`config.mk`:
```
export PLATFORM = sky130hd
export DESIGN_NAME = dac_cmd_sender
export DESIGN_NICKNAME = d
export VERILOG_FILES = /design/src/rtl/dac_cmd_sender.sv
export SDC_FILE = /design/constraint.sdc
export NUM_CORES = 1
export LEC_CHECK = 0
export ABC_AREA = 1
export CORE_MARGIN = 4
export CORE_UTILIZATION = 50
export DETAILED_ROUTE_END_ITERATION = 8
export MAX_ROUTING_LAYER = met4
export PLACE_DENSITY = 0.83
export SLEW_MARGIN = 20
export SYNTH_ARGS = -nofsm -noshare
export SYNTH_HDL_FRONTEND = slang
export SYNTH_SLANG_ARGS = --single-unit
export TNS_END_PERCENT = 10
```
`constraint.sdc`:
```
create_clock -name clk -period 2.2 [get_ports clk]
set_clock_uncertainty 0.2 [all_clocks]
set_input_delay 0.22 -clock clk [delete_from_list [all_inputs] [get_ports clk]]
set_output_delay 0.22 -clock clk [all_outputs]
set_load 0.01 [all_outputs]
```
`src/rtl/dac_cmd_sender.sv`:
```
module dac_cmd_sender #(
  parameter int NDEV     = 4,
  parameter int DIV_HALF = 4,
  parameter int T_ADDR   = 1,
  parameter int T_SETUP  = 2,
  parameter int T_HOLD   = 2,
  parameter int T_GAP    = 7,
  parameter int T_BYTE   = 4,
  localparam int AW = (NDEV > 1) ? $clog2(NDEV) : 1
) (
  input  logic            clk,
  input  logic            rst_n,
  input  logic            req_valid,
  output logic            req_ready,
  input  logic [AW-1:0]   req_addr,
  input  logic [7:0]      req_ctrl,
  input  logic [7:0]      req_data,
  input  logic            req_split,
  output logic            sclk,
  output logic            sdo,
  output logic [NDEV-1:0] sel_n,
  output logic            done
);
  localparam int LO_MAX = DIV_HALF + T_BYTE;
  localparam int M1 = (LO_MAX > T_GAP) ? LO_MAX : T_GAP;
  localparam int M2 = (T_SETUP > T_HOLD) ? T_SETUP : T_HOLD;
  localparam int M3 = (M1 > M2) ? M1 : M2;
  localparam int M4 = (M3 > T_ADDR) ? M3 : T_ADDR;
  localparam int CW = $clog2(M4 + 1);

  typedef enum logic [2:0] {S_IDLE, S_ADDR, S_SETUP, S_HI, S_LO, S_HOLD, S_GAP} state_t;

  state_t        state;
  logic [CW-1:0] cnt;
  logic [3:0]    bcnt;
  logic [15:0]   shreg;
  logic [AW-1:0] addr_q;
  logic          dec_en, sclk_q, split_q, done_q;
  logic          last;

  assign last      = (cnt == '0);
  assign req_ready = (state == S_IDLE);
  assign sclk      = sclk_q;
  assign sdo       = shreg[15];
  assign done      = done_q;

  for (genvar i = 0; i < NDEV; i++) begin : g_dec
    assign sel_n[i] = !(dec_en && (addr_q == AW'(i)));
  end

  always_ff @(posedge clk) begin
    if (!rst_n) begin
      state   <= S_IDLE;
      cnt     <= '0;
      bcnt    <= '0;
      shreg   <= '0;
      addr_q  <= '0;
      dec_en  <= 1'b0;
      sclk_q  <= 1'b0;
      split_q <= 1'b0;
      done_q  <= 1'b0;
    end else begin
      done_q <= 1'b0;
      case (state)
        S_IDLE: if (req_valid) begin
          addr_q  <= req_addr;
          shreg   <= {req_ctrl, req_data};
          split_q <= req_split;
          bcnt    <= '0;
          cnt     <= CW'(T_ADDR - 1);
          state   <= S_ADDR;
        end
        S_ADDR: if (last) begin
          dec_en <= 1'b1;
          cnt    <= CW'(T_SETUP - 1);
          state  <= S_SETUP;
        end else cnt <= cnt - 1'b1;
        S_SETUP: if (last) begin
          sclk_q <= 1'b1;
          cnt    <= CW'(DIV_HALF - 1);
          state  <= S_HI;
        end else cnt <= cnt - 1'b1;
        S_HI: if (last) begin
          sclk_q <= 1'b0;
          shreg  <= {shreg[14:0], 1'b0};
          if (bcnt == 4'd15) begin
            cnt   <= CW'(T_HOLD - 1);
            state <= S_HOLD;
          end else begin
            bcnt  <= bcnt + 1'b1;
            cnt   <= (split_q && bcnt == 4'd7) ? CW'(LO_MAX - 1) : CW'(DIV_HALF - 1);
            state <= S_LO;
          end
        end else cnt <= cnt - 1'b1;
        S_LO: if (last) begin
          sclk_q <= 1'b1;
          cnt    <= CW'(DIV_HALF - 1);
          state  <= S_HI;
        end else cnt <= cnt - 1'b1;
        S_HOLD: if (last) begin
          dec_en <= 1'b0;
          cnt    <= CW'(T_GAP - 1);
          state  <= S_GAP;
        end else cnt <= cnt - 1'b1;
        S_GAP: if (last) begin
          done_q <= 1'b1;
          state  <= S_IDLE;
        end else cnt <= cnt - 1'b1;
        default: state <= S_IDLE;
      endcase
    end
  end
endmodule

```
==> metrics <==
outcome finished clean; met3 Use GR 4.33%; Worst-path clk slew 0.10 ns; CTS tree yes; clock sinks 33; layout cells sized above 1 ~14%; placed cells just over 300; IO Pins 30; CP bufs+invs 2; CP top delay family buffers and inverters; largest net degree at the start of global routing 28; final setup TNS 0 ns; Final Cycle Share a little over nine tenths; wire per inst about 11 um; final hold vios 0; dpl hpwl ~2600 um; CP Data Arrival Time 1.64 ns; Final nets 297; Post-DP Area 2080 sq um; RSZ-0062 raised after global routing no; chip width slightly below 70 um; fmax approximately 0.48 GHz; PortBufs 29; number of global-route vias before repair around 1600; Sequential cell area between 600 and 700 sq um; register bit count reported by yosys 33; CTS hold repair buffers 0; Slew Limit Headroom around three quarters; initial antenna violation count 0; CTS resizes 0; fin. max-slew vios 0; iteration count of the initial detailed-routing pass 4; maximum fanout along the worst path 8; slowest cell on the critical path clkdlybuf4s50_1; Crit. End Element output pin; DR iter-0 viols 91; Skew-Pair Late Insertion Delay about 0.34 ns; Critical Path Start Type flip-flop; die area 4570 sq um; via count 1632; area of the multi-input gates 948 sq um; htree depth 2; routing usage on met2 between 30% and 40%; Final Util 62.9%; crit path kind flip-flop to output pin; fin cells 319; Ys Warns 0; met1 usage 20.9%; Routed Antenna Nets 0; crit path time final approximately 2.1 ns; Tot GR Track Use about 19%; max incr delay on CP around 0.56 ns; Max-Cap Viols 0; P per Cell Area ~1300 nW/um^2; Clock Path Buffers 2; synth unique cells 32; Final Setup Violations 0; crit-path cells inv_4 -> nand2_4 -> nor2_4 -> clkdlybuf4s50_1; Core Box Area 3390 sq um; worst hold path type input pin to flip-flop; most frequent cells in the layout nand2_1 (67), dfxtp_1 (33), clkdlybuf4s50_1 (29); Worst-Margin Slew around 0.36 ns; GP Congestion slightly above 0.9; cell area after layout approximately 2100 sq um; Tot Pwr 2.71 mW; first-pass GRT wire length 6310 um; n_diodes 0; CP required roughly 1.8 ns; Leak just under 0.9 nW; Initial Util a little over half; die height ~68 um; Residual DRC 0; Peak VDD IR ~0.61 mV; # fillers 288; vias per cell 5.12; syn nets around 270; Post-CTS Setup Bufs 0; mapped cell area approximately 1800 sq um; TritonCTS buffer count 5; Root Buffer clkbuf_4; Row Count 21; grt peak-use layer met2; Avg Cell Area, Syn roughly 7.3 sq um; Gate Count Post-Synth 243; commonest non-fill, non-tap cell in the layout nand2_1; register area share after synthesis between 30% and 40%; Syn-to-layout area delta 20.2%; GR Overflow Total 0; Detailed Route WL 3540 um
-- sequential cells by signal (all words and copies together), names as in the netlist --
signal / flops
sclk: 1
split_q: 1
dec_en: 1
done: 1
cnt: 4
bcnt: 4
state: 3
addr_q: 2
shreg: 16
-- through the flow --
| step | setup WS (ns) | hold slack [ns] |
|---|---|---|
| CTS | 0.136 | 0.231 |
| global route | 0.0557 | 0.245 |
| finish | 0.135 | 0.239 |
| floorplan | 0.619 | 0.178 |
| detailed placement | 0.306 | 0.254 |
| global placement | 0.401 | 0.251 |
-- path summary, 6_finish.rpt --
check,from,cells after the start,slack (ns),to
max reg2reg,state[1]$_SDFFE_PN0P_,5,0.29,shreg[8]$_SDFFE_PN0P_
min,req_data[3],3,0.24,shreg[3]$_SDFFE_PN0P_
min reg2reg,split_q$_SDFFE_PN0P_,2,0.26,split_q$_SDFFE_PN0P_
max,state[1]$_SDFFE_PN0P_,4,0.14,req_ready
-- cell usage after synthesis (all sizes together) --
master	number	share of area [%]
nor3	2	0.56
nand2	73	17
and3	1	0.35
nor2	18	4.2
o22ai	1	0.35
dfxtp	33	37
ha	3	2.1
o21a	1	0.42
a31oi	15	5.3
a31o	1	0.49
nand3	16	5.5
o21ai	32	12
clkbuf	2	0.49
a211oi	2	1.4
buf	8	3.8
xor2	1	0.49
a21oi	12	3.4
inv	22	5.1
-- area by class of cell --
| class | count | area share (%) |
|---|---|---|
| multi-input cells | 178 | 44.5 |
| flip-flops and latches | 33 | 31.0 |
| repair buffers | 32 | 15.2 |
| inverters | 22 | 4.22 |
| well taps | 46 | 2.70 |
| clock buffers | 6 | 1.94 |
| clock inverters | 2 | 0.469 |
-- where the power goes --
part	total [mW]	switching [mW]	leakage, nW	internal (mW)
logic	1.42	0.867	0.583	0.556
registers	0.966	0.168	0.271	0.798
clock network	0.323	0.201	0.0320	0.121
-- worst min-delay path: cells and delay by family --
| kind | cells | cell delay (ns) |
|---|---|---|
| AO/OA/AOI/OAI | 1 | 0.07 |
| buffers and inverters | 1 | 0.39 |
| AND/OR/NAND/NOR | 1 | 0.06 |
-- routing by layer --
layer	up-vias	part of all wire, %	routed length [um]
met5	-	0	0
met2	37	46	1630
met4	0	2.0	70
met3	8	4.9	174
met1	716	47	1660
li1	871	-	-
-- cell families after synthesis --
logic type      after synthesis  synth area share, %
compound gates               64                 23.3
xor+xnor                      1                0.493
flops                        33                 37.2
buf+inv                      32                 9.37
simple gates                110                 27.5
fa+ha+maj                     3                 2.11
No activity file was read; power rests on OpenSTA's default activity.
